==> src/rtl/i2c_rf_pkg.sv <==
package i2c_rf_pkg;

    localparam logic [7:0] A_REV  = 8'h00;
    localparam logic [7:0] A_MON  = 8'h01;
    localparam logic [7:0] A_RAMP = 8'h06;
    localparam logic [7:0] A_FEAT = 8'h08;
    localparam logic [7:0] A_CUR  = 8'h09;
    localparam logic [7:0] A_EN   = 8'h0A;
    localparam logic [7:0] A_STAT = 8'h0B;

    localparam logic [7:0] M_EN   = 8'hF3;
    localparam logic [7:0] M_STAT = 8'h3F;
    localparam logic [7:0] M_FEAT = 8'h7F;
    localparam logic [7:0] M_CUR  = 8'h7F;
    localparam logic [7:0] M_MON  = 8'h9C;
    localparam logic [7:0] M_RAMP = 8'h3F;

    localparam logic [7:0] RV_EN   = 8'h00;
    localparam logic [7:0] RV_FEAT = 8'h52;
    localparam logic [7:0] RV_CUR  = 8'h0F;
    localparam logic [7:0] RV_MON  = 8'h80;
    localparam logic [7:0] RV_RAMP = 8'h00;

    typedef enum logic [3:0] {
        S_IDLE, S_ADDR, S_ACK_A, S_REG, S_ACK_R,
        S_WDAT, S_ACK_W, S_READ, S_RACK, S_SKIP
    } bus_st_e;

    typedef struct packed {
        bus_st_e     st;
        logic [3:0]  cnt;
        logic [7:0]  sr;
        logic [7:0]  ptr;
        logic        oe;
        logic        rw;
        logic        nack;
        logic        scl_p;
        logic        sda_p;
    } bus_t;

    typedef struct packed {
        logic [7:0] en;
        logic [7:0] feat;
        logic [7:0] cur;
        logic [7:0] mon;
        logic [7:0] ramp;
        logic       clr;
    } regs_t;

endpackage

==> src/rtl/i2c_rf_sync.sv <==
module i2c_rf_sync #(
    parameter int W      = 2,
    parameter int STAGES = 2
) (
    input  logic         clk,
    input  logic         rst_n,
    input  logic [W-1:0] d_i,
    output logic [W-1:0] q_o
);
    logic [W-1:0] stg_q [STAGES];

    always_ff @(posedge clk or negedge rst_n) begin
        if (!rst_n) stg_q[0] <= '1;
        else        stg_q[0] <= d_i;
    end

    for (genvar g = 1; g < STAGES; g++) begin : g_stage
        always_ff @(posedge clk or negedge rst_n) begin
            if (!rst_n) stg_q[g] <= '1;
            else        stg_q[g] <= stg_q[g-1];
        end
    end

    assign q_o = stg_q[STAGES-1];
endmodule

==> src/rtl/i2c_rf_bus.sv <==
module i2c_rf_bus
    import i2c_rf_pkg::*;
#(
    parameter logic [6:0] TGT_ADDR = 7'h63
) (
    input  logic       clk,
    input  logic       rst_n,
    input  logic       scl_i,
    input  logic       sda_i,
    input  logic [7:0] rdata_i,
    output logic       sda_oe_o,
    output logic       wr_en_o,
    output logic [7:0] wdata_o,
    output logic [7:0] ptr_o,
    output logic       ld_o
);
    bus_t st_d, st_q;
    logic rise, fall, sta, sto;
    logic wr_en, ld;

    assign rise = scl_i & ~st_q.scl_p;
    assign fall = ~scl_i & st_q.scl_p;
    assign sta  = scl_i & st_q.scl_p & st_q.sda_p & ~sda_i;
    assign sto  = scl_i & st_q.scl_p & ~st_q.sda_p & sda_i;

    always_comb begin
        st_d       = st_q;
        wr_en      = 1'b0;
        ld         = 1'b0;
        st_d.scl_p = scl_i;
        st_d.sda_p = sda_i;
        if (sto) begin
            st_d.st = S_IDLE;
            st_d.oe = 1'b0;
        end else if (sta) begin
            st_d.st  = S_ADDR;
            st_d.cnt = '0;
            st_d.oe  = 1'b0;
        end else begin
            case (st_q.st)
                S_ADDR, S_REG, S_WDAT: begin
                    if (rise) begin
                        st_d.sr  = {st_q.sr[6:0], sda_i};
                        st_d.cnt = st_q.cnt + 4'd1;
                    end else if (fall && st_q.cnt == 4'd8) begin
                        st_d.cnt = '0;
                        if (st_q.st == S_ADDR) begin
                            if (st_q.sr[7:1] == TGT_ADDR) begin
                                st_d.oe = 1'b1;
                                st_d.rw = st_q.sr[0];
                                st_d.st = S_ACK_A;
                            end else begin
                                st_d.st = S_SKIP;
                            end
                        end else if (st_q.st == S_REG) begin
                            st_d.ptr = st_q.sr;
                            st_d.oe  = 1'b1;
                            st_d.st  = S_ACK_R;
                        end else begin
                            wr_en   = 1'b1;
                            st_d.oe = 1'b1;
                            st_d.st = S_ACK_W;
                        end
                    end
                end
                S_ACK_A: begin
                    if (fall) begin
                        if (st_q.rw) begin
                            ld       = 1'b1;
                            st_d.sr  = rdata_i;
                            st_d.oe  = ~rdata_i[7];
                            st_d.cnt = '0;
                            st_d.st  = S_READ;
                        end else begin
                            st_d.oe = 1'b0;
                            st_d.st = S_REG;
                        end
                    end
                end
                S_ACK_R, S_ACK_W: begin
                    if (fall) begin
                        st_d.oe = 1'b0;
                        st_d.st = S_WDAT;
                    end
                end
                S_READ: begin
                    if (fall) begin
                        if (st_q.cnt == 4'd7) begin
                            st_d.oe  = 1'b0;
                            st_d.cnt = '0;
                            st_d.st  = S_RACK;
                        end else begin
                            st_d.cnt = st_q.cnt + 4'd1;
                            st_d.sr  = {st_q.sr[6:0], 1'b0};
                            st_d.oe  = ~st_q.sr[6];
                        end
                    end
                end
                S_RACK: begin
                    if (rise) begin
                        st_d.nack = sda_i;
                    end else if (fall) begin
                        if (st_q.nack) begin
                            st_d.st = S_SKIP;
                        end else begin
                            ld       = 1'b1;
                            st_d.sr  = rdata_i;
                            st_d.oe  = ~rdata_i[7];
                            st_d.cnt = '0;
                            st_d.st  = S_READ;
                        end
                    end
                end
                default: ;
            endcase
        end
    end

    always_ff @(posedge clk or negedge rst_n) begin
        if (!rst_n) begin
            st_q <= '{st: S_IDLE, cnt: '0, sr: '0, ptr: '0, oe: 1'b0,
                      rw: 1'b0, nack: 1'b1, scl_p: 1'b1, sda_p: 1'b1};
        end else begin
            st_q <= st_d;
        end
    end

    assign sda_oe_o = st_q.oe;
    assign wr_en_o  = wr_en;
    assign wdata_o  = st_q.sr;
    assign ptr_o    = st_q.ptr;
    assign ld_o     = ld;

    // the data line is only switched during the low phase of SCL
    p_oe_quiet_high_r11: assert property (@(posedge clk) disable iff (!rst_n)
        (scl_i && st_q.scl_p && !sta && !sto) |=> $stable(st_q.oe));

    // a store strobe lasts one cycle per received data byte
    p_wr_single_r3: assert property (@(posedge clk) disable iff (!rst_n)
        wr_en |=> !wr_en);

    // the line is released in the controller's acknowledge slot
    p_read_release_r4: assert property (@(posedge clk) disable iff (!rst_n)
        (st_q.st == S_RACK) |-> !st_q.oe);
endmodule

==> src/rtl/i2c_rf_regs.sv <==
module i2c_rf_regs
    import i2c_rf_pkg::*;
#(
    parameter logic [7:0] REV_ID = 8'h00
) (
    input  logic       clk,
    input  logic       rst_n,
    input  logic       wr_en_i,
    input  logic [7:0] ptr_i,
    input  logic [7:0] wdata_i,
    input  logic       ld_i,
    input  logic [7:0] status_i,
    input  logic       mode_clr_i,
    output logic [7:0] rdata_o,
    output logic       clr_o,
    output logic [7:0] en_o,
    output logic [7:0] feat_o,
    output logic [7:0] cur_o,
    output logic [7:0] mon_o,
    output logic [7:0] ramp_o
);
    regs_t rg_d, rg_q;

    always_comb begin
        rg_d     = rg_q;
        rg_d.clr = ld_i && (ptr_i == A_STAT);
        if (wr_en_i) begin
            case (ptr_i)
                A_EN:    rg_d.en   = wdata_i & M_EN;
                A_FEAT:  rg_d.feat = wdata_i & M_FEAT;
                A_CUR:   rg_d.cur  = wdata_i & M_CUR;
                A_MON:   rg_d.mon  = wdata_i & M_MON;
                A_RAMP:  rg_d.ramp = wdata_i & M_RAMP;
                default: ;
            endcase
        end
        if (mode_clr_i) rg_d.en[1:0] = 2'b00;
    end

    always_comb begin
        case (ptr_i)
            A_REV:   rdata_o = REV_ID;
            A_MON:   rdata_o = rg_q.mon;
            A_RAMP:  rdata_o = rg_q.ramp;
            A_FEAT:  rdata_o = rg_q.feat;
            A_CUR:   rdata_o = rg_q.cur;
            A_EN:    rdata_o = rg_q.en;
            A_STAT:  rdata_o = status_i & M_STAT;
            default: rdata_o = 8'h00;
        endcase
    end

    always_ff @(posedge clk or negedge rst_n) begin
        if (!rst_n) begin
            rg_q <= '{en: RV_EN, feat: RV_FEAT, cur: RV_CUR, mon: RV_MON,
                      ramp: RV_RAMP, clr: 1'b0};
        end else begin
            rg_q <= rg_d;
        end
    end

    assign clr_o  = rg_q.clr;
    assign en_o   = rg_q.en;
    assign feat_o = rg_q.feat;
    assign cur_o  = rg_q.cur;
    assign mon_o  = rg_q.mon;
    assign ramp_o = rg_q.ramp;

    // mode clear wins over any store in the same cycle
    p_mode_clr_prio_r10: assert property (@(posedge clk) disable iff (!rst_n)
        mode_clr_i |=> (rg_q.en[1:0] == 2'b00));

    // the status clear is a single-cycle pulse
    p_clr_single_r9: assert property (@(posedge clk) disable iff (!rst_n)
        rg_q.clr |=> !rg_q.clr);
endmodule

==> src/rtl/i2c_rf_top.sv <==
module i2c_rf_top #(
    parameter logic [6:0] TGT_ADDR    = 7'h63,
    parameter int         SYNC_STAGES = 2,
    parameter logic [7:0] REV_ID      = 8'h00
) (
    input  logic       clk,
    input  logic       rst_n,
    input  logic       scl_i,
    input  logic       sda_i,
    output logic       sda_oe_o,
    input  logic [7:0] status_i,
    input  logic       mode_clr_i,
    output logic       status_clr_o,
    output logic [7:0] en_reg_o,
    output logic [7:0] feat_reg_o,
    output logic [7:0] cur_reg_o,
    output logic [7:0] mon_reg_o,
    output logic [7:0] ramp_reg_o
);
    logic [1:0] line_s;
    logic       wr_en, ld;
    logic [7:0] wdata, ptr, rdata;

    i2c_rf_sync #(.W(2), .STAGES(SYNC_STAGES)) u_sync (
        .clk(clk), .rst_n(rst_n), .d_i({scl_i, sda_i}), .q_o(line_s)
    );

    i2c_rf_bus #(.TGT_ADDR(TGT_ADDR)) u_bus (
        .clk(clk), .rst_n(rst_n), .scl_i(line_s[1]), .sda_i(line_s[0]),
        .rdata_i(rdata), .sda_oe_o(sda_oe_o), .wr_en_o(wr_en),
        .wdata_o(wdata), .ptr_o(ptr), .ld_o(ld)
    );

    i2c_rf_regs #(.REV_ID(REV_ID)) u_regs (
        .clk(clk), .rst_n(rst_n), .wr_en_i(wr_en), .ptr_i(ptr),
        .wdata_i(wdata), .ld_i(ld), .status_i(status_i),
        .mode_clr_i(mode_clr_i), .rdata_o(rdata), .clr_o(status_clr_o),
        .en_o(en_reg_o), .feat_o(feat_reg_o), .cur_o(cur_reg_o),
        .mon_o(mon_reg_o), .ramp_o(ramp_reg_o)
    );
endmodule

==> config.mk <==
export PLATFORM = sky130hd
export DESIGN_NAME = i2c_rf_top
export DESIGN_NICKNAME = d
export VERILOG_FILES = /design/src/rtl/i2c_rf_pkg.sv /design/src/rtl/i2c_rf_sync.sv /design/src/rtl/i2c_rf_bus.sv /design/src/rtl/i2c_rf_regs.sv /design/src/rtl/i2c_rf_top.sv
export SDC_FILE = /design/constraint.sdc
export NUM_CORES = 1
export LEC_CHECK = 0
export CORE_AREA = 2 2 70 105
export CTS_CLUSTER_SIZE = 30
export DETAILED_ROUTE_END_ITERATION = 10
export DIE_AREA = 0 0 72 107
export PLACE_DENSITY = 0.84
export SETUP_SLACK_MARGIN = 0.5
export SLEW_MARGIN = 20
export SYNTH_ARGS = -nofsm -noshare
export SYNTH_HDL_FRONTEND = slang
export SYNTH_HIERARCHICAL = 1
export SYNTH_SLANG_ARGS = --single-unit
==> constraint.sdc <==
create_clock -name clk -period 7.2 [get_ports clk]
set_input_delay 1.44 -clock clk [delete_from_list [all_inputs] [get_ports clk]]
set_output_delay 1.44 -clock clk [all_outputs]
set_load 0.02 [all_outputs]
### Word level (Yosys, flattened, before mapping)

Index checks and enable logic that the tools add are counted.

* register bits: 64
* latch bits: 0
* memory bits (writable): 0
* memory bits (read-only): 0
* input port bits: 13
* output and inout bits: 42
* logic and storage cells: 162
* memories kept: 0

* add/sub/neg operators: 1
* $mul: 0
* div/mod/pow operators: 0
* magnitude comparators: 0
* equality and inequality tests: 42
* shifts and indexed selects: 0
* multiplexer cells: 62
* bitwise operators: 17
* reduce and logical (&&, ||, !) cells: 22

Operators with widths (number)
* $mux W16: 4
* $pmux W12 S4: 1
* $pmux W8 S6: 1
* $mux W8: 5
* $mux W4: 9
* $mux W34: 1
* $eq A8 B4 Y1 const B: 4
* $ne A4 B1 Y1 const B: 7
* $mux W1: 26
* $mux W12: 2
* $eq A4 B3 Y1 const B: 5
* $pmux W4 S5: 1
* $reduce_and A9 Y1: 2
* $mux W7: 2
* $reduce_and A7 Y1: 2
* $mux W2: 6
* $ne A3 B1 Y1 const B: 4
* $ne A4 B4 Y1 const B: 3
* $reduce_and A2 Y1: 6
* $reduce_and A11 Y1: 1
* $ne A2 B1 Y1 const B: 5
* $not A1 Y1: 10
* $reduce_and A10 Y1: 1
* $eq A4 B2 Y1 const B: 2
* 22 further kinds: 34

### Logic depth before layout (Yosys ltp)

Gate-level depths: netlist of run 1.

* depth in word-level cells: 10
* mapped depth: 8
* mapped depth without buffers: 7

### Cells and area by module

Netlist of run 1, hierarchy kept.

Modules (own cells, without submodules)
* i2c_rf_bus: times used 1, cells an instance 226, area an instance 2104.5 um^2, seq. area each 729.4 um^2
* i2c_rf_regs: times used 1, cells an instance 129, area an instance 1695.4 um^2, seq. area each 785.8 um^2
* i2c_rf_sync: times used 1, cells an instance 6, area an instance 120.1 um^2, seq. area each 105.1 um^2

### Least setup slack after synthesis of run 1

No wires, ideal clock.

* kind: input-to-reg
* start point: input status_i[4]
* end point: register u_bus.st_q (netlist bit u_bus/wdata_o[4])
* data arrival time: 2.474 ns
* required time: 7.076 ns
* setup slack: 4.603 ns
* stages: 5
* buffers on the path: 0
* cells stage by stage: mux4_2 and3_1 a221o_1 mux2i_1 o21ai_1

* longest elaborated chain between the ends: 5
* elaborated cells on any way between the ends: 7
* those cells by class: mux (7)

RTL lines
* start: declaration: line i2c_rf_top.sv:11 `input logic [7:0] status_i,`
* $pmux W8 S6 *: line i2c_rf_regs.sv:41 `case (ptr_i)`
* via rdata[4]: line i2c_rf_top.sv:22 `logic [7:0] wdata, ptr, rdata;`
* $mux W12: line i2c_rf_bus.sv:103 `if (st_q.nack) begin`
* $mux W16: line i2c_rf_bus.sv:102 `end else if (fall) begin`
* $mux W16: line i2c_rf_bus.sv:100 `if (rise) begin`
* $pmux W12 S4 *: line i2c_rf_bus.sv:40 `case (st_q.st)`
* end signal: assignment: line i2c_rf_bus.sv:121 `st_q <= '{st: S_IDLE, cnt: '0, sr: '0, ptr: '0, oe: 1'b0,`
* end signal: assignment: line i2c_rf_bus.sv:124 `st_q <= st_d;`
* end: declaration: line i2c_rf_bus.sv:17 `bus_t st_d, st_q;`

The timed path passes the listed nets; every way through them passes the cells marked *. The select of a mux whose other input is x is not followed.
A chain may end at the register's enable or synchronous reset.

### Worst setup path after layout of run 1

* start point: register u_bus/st_q[1] (netlist name)
* end point: register u_regs.rg_q (netlist bit u_regs/ramp_o[4])

* longest elaborated chain between the ends: 8
* elaborated cells on any way between the ends: 15
* those cells by class: mux (5); bitwise (8); reduce/logical (2)

RTL lines
* $and A1 B1 Y1: line i2c_rf_bus.sv:22 `assign fall = ~scl_i & st_q.scl_p;`
* $logic_and A1 B1 Y1: line i2c_rf_bus.sv:45 `end else if (fall && st_q.cnt == 4'd8) begin`
* $mux W1: line i2c_rf_bus.sv:45
* $mux W1: line i2c_rf_bus.sv:42 `if (rise) begin`
* $mux W1: line i2c_rf_bus.sv:40
* $mux W1: line i2c_rf_bus.sv:35 `end else if (sta) begin`
* $mux W1 *: line i2c_rf_bus.sv:32 `if (sto) begin`
* via wr_en: line i2c_rf_top.sv:21 `logic wr_en, ld;`
* $reduce_and A2 Y1 (no line) *
* end signal: assignment: line i2c_rf_regs.sv:55 `rg_q <= '{en: RV_EN, feat: RV_FEAT, cur: RV_CUR, mon: RV_MON,`
* end signal: assignment: line i2c_rf_regs.sv:58 `rg_q <= rg_d;`
* end: declaration: line i2c_rf_regs.sv:22 `regs_t rg_d, rg_q;`

The timed path passes the listed nets; every way through them passes the cells marked *.

==> results.ini, run 1 <==
[run_status]
status = finished, final reports clean

[sta]
slew_violations = 0
hold_slack_ps = 353
worst_pin_slew_ps = 1100
min_period_ps = 3220
final-hold-violation-count = 0
slew-limit-headroom_pct = 25.8
finalSetupViolCount = 0
rsz0062_at_grt = no
tns_ps = 0
clock.fmax_mhz = 311
fin_crit_sh_pct = 44.7
worst_slack_ps = 3980
skew_ps = 9.32

[worst_setup_path]
critPathMaxFanout = 11
crit_family = simple AND/OR/NAND/NOR gates
crit_arrival_ps = 3450
regToRegEndpoint = u_regs/ramp_o[4]$_DFFE_PN0P_
end_kind = register
path_buf_inv = 1
rrSetupSlack_ps = 3980
critPathMaxStageDelay_ps = 810
reg2reg_depth = 6
crit_type = reg -> reg
worst-endpoint-required_ps = 7430
worstPathCellList = and4bb_2 -> nand2_1 -> nor3b_1 -> inv_1 -> nor4_4 -> mux2_2
crit_slowest_cell = nor3b_1
reg2reg_from = u_bus/st_q[1]$_DFF_PN1_
cp-start-kind = register

[place]
routabilityCongestion = 0.949
portBuffers = 42
dpl-instance-area_um2 = 4160
dp_cells = 444
post-place-ws_ps = 4110
place.detailed.hpwl_um = 6060

[layout]
final_area_um2 = 4360
fin_cells = 460
drive_above_1_share_pct = 22.0
n_fill_cell = 495
post-route-util_pct = 64.0
area_growth_pct = 11.1
antenna_cells = 0
fin_nets = 392

[hold_path]
min_from = u_sync/stg_q[2]$_DFF_PN1_
hold_end = u_sync/q_o[0]$_DFF_PN1_
hp-class = reg -> reg
hold_depth = 0

[floorplanning]
start_util_pct = 57.6
die_h_um = 107
core_um2 = 6810
ios = 55
dieWidth_um = 72
rows = 37
dieArea_um2 = 7700

[global_routing]
grtUsageMet3_pct = 5.92
antenna_found_initial = 0
grt_overflow_total = 0
met1_usage_pct = 27.7
top_usage_layer = met2
grt_pass1_wl_um = 14500
grt_pass1_vias = 2956
met2_usage_pct = 41.5
grt_start_max_net_pins = 65
track_usage_pct = 24.6

[pwr]
irDropWorstVdd_v = 0.000196
p_total_mw = 1.18
powerDensity_nw_per_um2 = 270
power.leakage_nw = 1.91

[clock_network]
cts_tree = yes
ctsHoldBuffers = 0
numClockSinks = 64
cts_inserted_buffers = 9
cts_setup_buffers = 0
insertion_delay_ps = 350
cts_root_buffer = clkbuf_8
h-tree-depth = 3
ctsResizeCount = 0
clk_path_buf_depth = 2
clkTransAtPathRegs_ps = 70

[synth]
synth_area_um2 = 3920
synth_cells = 361
async_flop_share_pct = 100
syn_area_per_cell_um2 = 10.9
synth_flop_cell = dfrtp_1
ys_types = 72
ys_ff_latch = 64
synth-edff-count = 0
synth_seq_area_share_pct = 41.3
yosysWarnings = 6

[routing]
avgRoutedWirePerCell_um = 19.5
first_iter_violations = 329
wl_um = 8960
drc = 0
antenna_left = 0
route.vias.total = 2969
drt-pass1-iter-count = 5
via_per_inst = 6.45

[flow_run]
drv.max_cap_violation_count = 0

[state kept, by name, indices dropped and copies added, names as in the netlist]
| name | cells |
|---|---|
| u_bus/sda_oe_o | 1 |
| u_bus/wdata_o | 8 |
| u_bus/ptr_o | 8 |
| u_regs/mon_o | 4 |
| u_regs/ramp_o | 6 |
| u_regs/feat_o | 7 |
| u_regs/clr_o | 1 |
| u_sync/q_o | 2 |
| u_regs/en_o | 6 |
| u_regs/cur_o | 7 |
| u_bus/st_q | 12 |
| u_sync/stg_q | 2 |
[kinds of logic after synthesis]
group / share of synthesized area (%)
AND/OR/NAND/NOR: 16.2
XOR/XNOR: 0.447
multiplexers: 18.0
other: 0.0957
adder cells (fa/ha/maj): 0.638
AO/OA/AOI/OAI: 14.2
flip-flops: 41.3
buffers and inverters: 8.97
[synth_stat cells (5+ instances only)]
cell / count / area [µm²]
clkbuf_1: 5 / 18.8
mux2_1: 10 / 113
nor2_1: 10 / 37.5
dfrtp_1: 49 / 1230
nand2_1: 18 / 67.6
mux2_2: 27 / 304
a22o_1: 5 / 43.8
mux2i_1: 14 / 140
o21ai_1: 9 / 45.0
a21oi_1: 10 / 50.1
and3_1: 5 / 31.3
and3b_1: 5 / 43.8
nor3_1: 7 / 35.0
nand4_1: 5 / 31.3
nand2b_1: 8 / 50.1
buf_2: 8 / 40.0
nand3_1: 6 / 30.0
dfstp_2: 15 / 394
nor2b_1: 7 / 43.8
inv_1: 8 / 30.0
o21ai_0: 10 / 50.1
o211ai_1: 6 / 45.0
buf_4: 28 / 210
[cell usage in the layout, fill, tap and decap left out, drive strengths merged, types with 3 or more instances in the layout]
master / count
o221ai: 3
dfstp: 15
or4b: 3
conb: 10
o21ai: 19
a22o: 5
or2: 5
inv: 9
nand3b: 4
mux4: 4
a211o: 4
nor2b: 7
clkdlybuf4s50: 41
nand2: 19
mux2: 41
mux2i: 14
clkbuf: 13
nor2: 10
nand2b: 8
and3: 5
nand4: 5
a21oi: 10
o211ai: 6
nand3: 6
dfrtp: 49
or3b: 4
and3b: 5
nor3: 7
a21o: 3
[layout make-up]
type	instances	area, µm²	area share (%)
well taps	78	97.6	2.24
inverters	9	33.8	0.776
clock inverters	3	40.0	0.919
repair buffers	43	423	9.71
clock buffers	13	159	3.65
flip-flops and latches	64	1620	37.2
multi-input cells	250	1980	45.5
[routing by layer]
layer / wire [µm] / vias up
met5: 0 / -
met4: 420 / 0
met3: 445 / 35
met2: 4700 / 118
met1: 3390 / 1484
li1: - / 1332
[worst max-delay path by stage]
stage / startpoint / to / slack [ps] / cells after the start
after CTS: u_bus/st_q[1]$_DFF_PN1_ / u_regs/ramp_o[1]$_DFFE_PN0P_ / 4120 / 6
after detailed placement: status_i[4] / u_bus/wdata_o[4]$_DFFE_PN0P_ / 4110 / 6
after global routing: u_bus/st_q[1]$_DFF_PN1_ / u_regs/ramp_o[1]$_DFFE_PN0P_ / 3950 / 6
after global placement: status_i[4] / u_bus/wdata_o[4]$_DFFE_PN0P_ / 4130 / 6
after floorplan: status_i[4] / u_bus/wdata_o[4]$_DFFE_PN0P_ / 4600 / 5
final: u_bus/st_q[1]$_DFF_PN1_ / u_regs/ramp_o[4]$_DFFE_PN0P_ / 3980 / 6
[worst register-to-register path, delay by kind of cell (launching register included)]
family | cells | cell delay [ps]
DFF | 1 | 630
and+or+nand+nor | 4 | 1860
buffers and inverters | 1 | 210
muxes | 1 | 410
[report_power, final]
part / leakage, nW / internal (mW) / switching [mW] / total, mW
Combinational: 0.980 / 0.162 / 0.192 / 0.353
Sequential: 0.825 / 0.400 / 0.108 / 0.508
Clock: 0.103 / 0.178 / 0.137 / 0.315
Total: 1.91 / 0.739 / 0.437 / 1.18
Note: power is estimated with default switching activity, not from simulation.
==> inputs of run 2 (changes only) <==
--- a/config.mk
+++ b/config.mk
@@ -5,11 +5,11 @@
 export SDC_FILE = /design/constraint.sdc
 export NUM_CORES = 1
 export LEC_CHECK = 0
-export CORE_AREA = 2 2 70 105
+export CORE_AREA = 2 2 72 109
 export CTS_CLUSTER_SIZE = 30
 export DETAILED_ROUTE_END_ITERATION = 10
-export DIE_AREA = 0 0 72 107
-export PLACE_DENSITY = 0.84
+export DIE_AREA = 0 0 74 111
+export PLACE_DENSITY = 0.79
 export SETUP_SLACK_MARGIN = 0.5
 export SLEW_MARGIN = 20
 export SYNTH_ARGS = -nofsm -noshare
==> constraint.sdc (replaced) <==
create_clock -name clk -period 3.1 [get_ports clk]
set_input_delay 0.62 -clock clk [delete_from_list [all_inputs] [get_ports clk]]
set_output_delay 0.62 -clock clk [all_outputs]
set_load 0.02 [all_outputs]
==> results.ini, run 2 (synthesis results as in run 1) <==
[layout]
n_fill_cell = 570
final_cell_mix = dfrtp_1 (49), clkdlybuf4s50_1 (41), mux2_2 (27)
largest-register = u_bus/st_q
largest_register_ffs = 12
area_growth_pct = 16.2
multiInputGateArea_um2 = 1990
layout_commonest_cell = dfrtp_1
fin_cells = 496
fin_nets = 404
regArea_um2 = 1620
drive_above_1_share_pct = 25.1
antenna_cells = 0

[worst_setup_path]
worst-endpoint-required_ps = 3310
critPathMaxFanout = 11
cp-start-kind = register
reg2reg_depth = 6
crit_type = reg -> reg
crit_arrival_ps = 2650
end_kind = register

[sta]
worst_slack_ps = 661
slew_violations = 0
min_period_ps = 2440
skew_ps = 3.93
slew-limit-headroom_pct = 50.5
finalSetupViolCount = 0
rsz0062_at_grt = no
fin_crit_sh_pct = 78.7
final-hold-violation-count = 0
clock.fmax_mhz = 410
tns_ps = 0
worst_pin_slew_ps = 742

[pwr]
clockPowerShare_pct = 30.9
p_int_mw = 1.88
powerDensity_nw_per_um2 = 650
p_total_mw = 2.96
irDropWorstVdd_v = 0.000536
pwr-share-comb_pct = 31.2
p_sw_share_pct = 36.3
p_sw_mw = 1.08
power.leakage_nw = 2.00
sequentialPowerShare_pct = 37.9

[floorplanning]
start_util_pct = 53.2
core_um2 = 7370
die_h_um = 111
ios = 55
dieWidth_um = 74
dieArea_um2 = 8210
rows = 39

[global_routing]
antenna_found_initial = 0
grt_start_max_net_pins = 29
track_usage_pct = 24.6
grt_pass1_vias = 3203
grt_pass1_wl_um = 15500
grt_overflow_total = 0

[clock_network]
cts_setup_buffers = 0
cts_inserted_buffers = 9
clk_path_buf_depth = 2
numClockSinks = 64
insertion_delay_ps = 330
clkTransAtPathRegs_ps = 50
h-tree-depth = 3
cts_tree = yes
cts_root_buffer = clkbuf_16

[place]
post-place-ws_ps = 550
place.detailed.hpwl_um = 6780
portBuffers = 42
dp_cells = 480
routabilityCongestion = 0.922

[routing]
drc = 0
avgRoutedWirePerCell_um = 18.9
first_iter_violations = 225
wl_um = 9350
drt-pass1-iter-count = 4
via_per_inst = 6.04
antenna_left = 0
route.vias.total = 2996

[run_status]
status = finished, final reports clean

[hold_path]
hp-class = in -> async

[flow_run]
drv.max_cap_violation_count = 0

==> run 2: cell types whose count changed in the layout (fill, tap and decap cells not counted), sizes merged <==
cell	previous run	this run
clkbuf	13	10
bufinv	1	0
clkinv	2	4
clkinvlp	0	2
buf	2	14
==> run 2: power groups by stage <==
stage               Clock, mW  Combinational [mW]  Sequential, mW
global route            0.965                1.02            1.14
detailed placement          0               0.910            1.13
floorplan                   0               0.828            1.02
CTS                     0.933               0.914            1.12
finish                  0.916               0.923            1.12
global placement            0               0.880            1.12
==> run 2: layout make-up <==
cell class	instances	area share, %
Clock buffer	10	5.25
Clock inverter	6	0.769
Inverter	9	0.742
Multi-Input combinational cell	250	43.6
Sequential cell	64	35.6
Tap cell	102	2.80
Timing Repair Buffer	55	11.3
==> run 2: worst max-delay path, stage by stage, from the launching register on <==
cell	delay [ps]
dfstp_2	620
and4bb_2	290
nand2_1	130
nor3b_2	240
inv_1	130
or4_4	590
mux2_4	320
==> run 2: per-stage QoR <==
stage | hold WS, ps | area, µm² | utilization [%]
4_1_cts | 308 | 4550 | 61.8
5_1_grt | 336 | 4560 | 61.8
6_report | 289 | 4560 | 61.8
3_5_place_dp | 347 | 4280 | 58.0
2_1_floorplan | 324 | 3950 | -
3_3_place_gp | 346 | 4280 | 58.0
==> run 2: final timing paths <==
kind	startpoint	slack, ps	endpoint
max	u_bus/st_q[1]$_DFF_PN1_	660	u_regs/mon_o[3]$_DFFE_PN0P_
min	rst_n	290	u_bus/st_q[27]$_DFFE_PN0P_
max reg2reg	u_bus/st_q[1]$_DFF_PN1_	660	u_regs/mon_o[3]$_DFFE_PN0P_
min reg2reg	u_sync/stg_q[2]$_DFF_PN1_	350	u_sync/q_o[0]$_DFF_PN1_
max in group asynchronous	rst_n	2010	u_regs/cur_o[0]$_DFFE_PN1P_
min in group clk	u_sync/stg_q[2]$_DFF_PN1_	350	u_sync/q_o[0]$_DFF_PN1_
==> run 2: metal layers <==
| layer | up-vias | GRT usage [%] | routed length (µm) |
|---|---|---|---|
| met5 | - | 0 | 0 |
| met4 | 0 | 16.5 | 444 |
| met3 | 35 | 5.45 | 444 |
| met2 | 133 | 40.8 | 5020 |
| met1 | 1462 | 27.1 | 3440 |
| li1 | 1366 | - | - |
==> run 2: what timing repair did <==
action                                  CTS  global route
hold buffers                              0             0
endpoints found under the setup margin    0            10
gates resized for setup                   0             1
==> inputs of run 3 (changes only) <==
--- a/config.mk
+++ b/config.mk
@@ -5,11 +5,11 @@
 export SDC_FILE = /design/constraint.sdc
 export NUM_CORES = 1
 export LEC_CHECK = 0
-export CORE_AREA = 2 2 72 109
+export CORE_AREA = 2 2 76 114
 export CTS_CLUSTER_SIZE = 30
 export DETAILED_ROUTE_END_ITERATION = 10
-export DIE_AREA = 0 0 74 111
-export PLACE_DENSITY = 0.79
+export DIE_AREA = 0 0 78 116
+export PLACE_DENSITY = 0.75
 export SETUP_SLACK_MARGIN = 0.5
 export SLEW_MARGIN = 20
 export SYNTH_ARGS = -nofsm -noshare
==> constraint.sdc (replaced) <==
create_clock -name clk -period 2.05 [get_ports clk]
set_input_delay 0.41 -clock clk [delete_from_list [all_inputs] [get_ports clk]]
set_output_delay 0.41 -clock clk [all_outputs]
set_load 0.02 [all_outputs]
==> results.ini, run 3 (synthesis results as in run 1) <==
[run_status]
status = finished, violations left
violations = setup timing

[worst_setup_path]
critPathMaxFanout = 4
end_kind = register
crit_type = reg -> reg
cp-start-kind = register
crit_arrival_ps = 2330
worst-endpoint-required_ps = 2270

[place]
routabilityCongestion = 0.872
portBuffers = 42
place.detailed.hpwl_um = 7710
dp_cells = 526

[layout]
largest_register_ffs = 12
drive_above_1_share_pct = 47.8
post-route-util_pct = 68.7
area_growth_pct = 40.4
largest-register = u_bus/st_q
fin_cells = 563
antenna_cells = 0
layout_commonest_cell = buf_4
final_cell_mix = buf_4 (56), dfrtp_1 (45), mux2_4 (34)
fin_nets = 468

[pwr]
p_total_mw = 5.70
powerDensity_nw_per_um2 = 1040
power.leakage_nw = 2.68
irDropWorstVdd_v = 0.000643

[floorplanning]
dieWidth_um = 78
start_util_pct = 49.0
dieArea_um2 = 9050
die_h_um = 116
rows = 40
ios = 55
core_um2 = 8010

[sta]
fin_crit_sh_pct = 103
slew_violations = 0
skew_ps = 5.78
rsz0062_at_grt = yes
finalSetupViolCount = 25
tns_ps = -866
worst_pin_slew_ps = 524
clock.fmax_mhz = 473
hold_slack_ps = 43.3
slew-limit-headroom_pct = 65.0
worst_slack_ps = -65.2
final-hold-violation-count = 0
min_period_ps = 2120

[global_routing]
grt_start_max_net_pins = 46
grt_overflow_total = 0
grt_pass1_wl_um = 18400
grt_pass1_vias = 3526
antenna_found_initial = 0
track_usage_pct = 26.7

[routing]
via_per_inst = 6.03
route.vias.total = 3397
antenna_left = 0
first_iter_violations = 258
wl_um = 12000
avgRoutedWirePerCell_um = 21.3
drc = 0
drt-pass1-iter-count = 4

[clock_network]
clkTransAtPathRegs_ps = 60
cts_inserted_buffers = 9
insertion_delay_ps = 340
ctsHoldBuffers = 0
cts_tree = yes
h-tree-depth = 3
numClockSinks = 64
clk_path_buf_depth = 2
cts_root_buffer = clkbuf_16

[hold_path]
hp-class = in -> async

[flow_run]
drv.max_cap_violation_count = 0

## run 3: timing repair
item                       in CTS  in global routing
gates resized for setup        99                 41
setup buffers                  10                 10
setup endpoints to repair      90                 61
pin swaps                      10                 24
cloned                          0                  1
## run 3: critical path: stages, from the launching register on
cell,delay [ps]
dfstp_2,530
and4bb_2,280
nand2_4,70
nor3b_4,210
inv_2,90
or4_4,490
mux2_4,330
## run 3: cell type report
cell class	instances	area (µm²)
clock buffer	9	225
clock inverter	7	120
fill	565	2500
inverter	9	33.8
multi-input combinational	250	2320
sequential	64	1630
tap	105	131
timing repair buffer	119	1040
## run 3: report_power, final
| part | switching [mW] | leakage (nW) | internal [mW] |
|---|---|---|---|
| Clock | 0.576 | 0.166 | 1.19 |
| Sequential | 0.204 | 0.821 | 1.42 |
| Combinational | 1.20 | 1.69 | 1.12 |
| Total | 1.98 | 2.68 | 3.73 |
## run 3: path summary, 6_finish.rpt
| path | from | endpoint | slack (ps) | depth (start not counted) |
|---|---|---|---|---|
| hold / removal | rst_n | u_regs/cur_o[4]$_DFFE_PN0P_ | 40 | 1 |
| setup reg to reg | u_bus/st_q[1]$_DFF_PN1_ | u_regs/mon_o[4]$_DFFE_PN0P_ | -70 | 6 |
| hold reg to reg | u_sync/stg_q[3]$_DFF_PN1_ | u_sync/q_o[1]$_DFF_PN1_ | 350 | 0 |
| max in group asynchronous | rst_n | u_sync/stg_q[2]$_DFF_PN1_ | 1340 | 2 |
| min in group clk | u_sync/stg_q[3]$_DFF_PN1_ | u_sync/q_o[1]$_DFF_PN1_ | 350 | 0 |
| setup / recovery | u_bus/st_q[1]$_DFF_PN1_ | u_regs/mon_o[4]$_DFFE_PN0P_ | -70 | 6 |
## run 3: through the flow
stage	worst slack, ps	area (µm²)
global placement	-65.6	4730
CTS	-45.4	5260
floorplan	-105	4110
detailed placement	-114	4730
global route	-111	5500
finish	-65.2	5500
## run 3: layer usage
layer  wire, µm  up-vias  global-route usage [%]  share of wire (%)
li1           -     1492                       -                  -
met1       4230     1694                    28.6                 35
met2       6440      148                    48.1                 54
met3        601       63                    5.30                5.0
met4        729        0                    16.1                6.1
met5          0        -                       0                  0
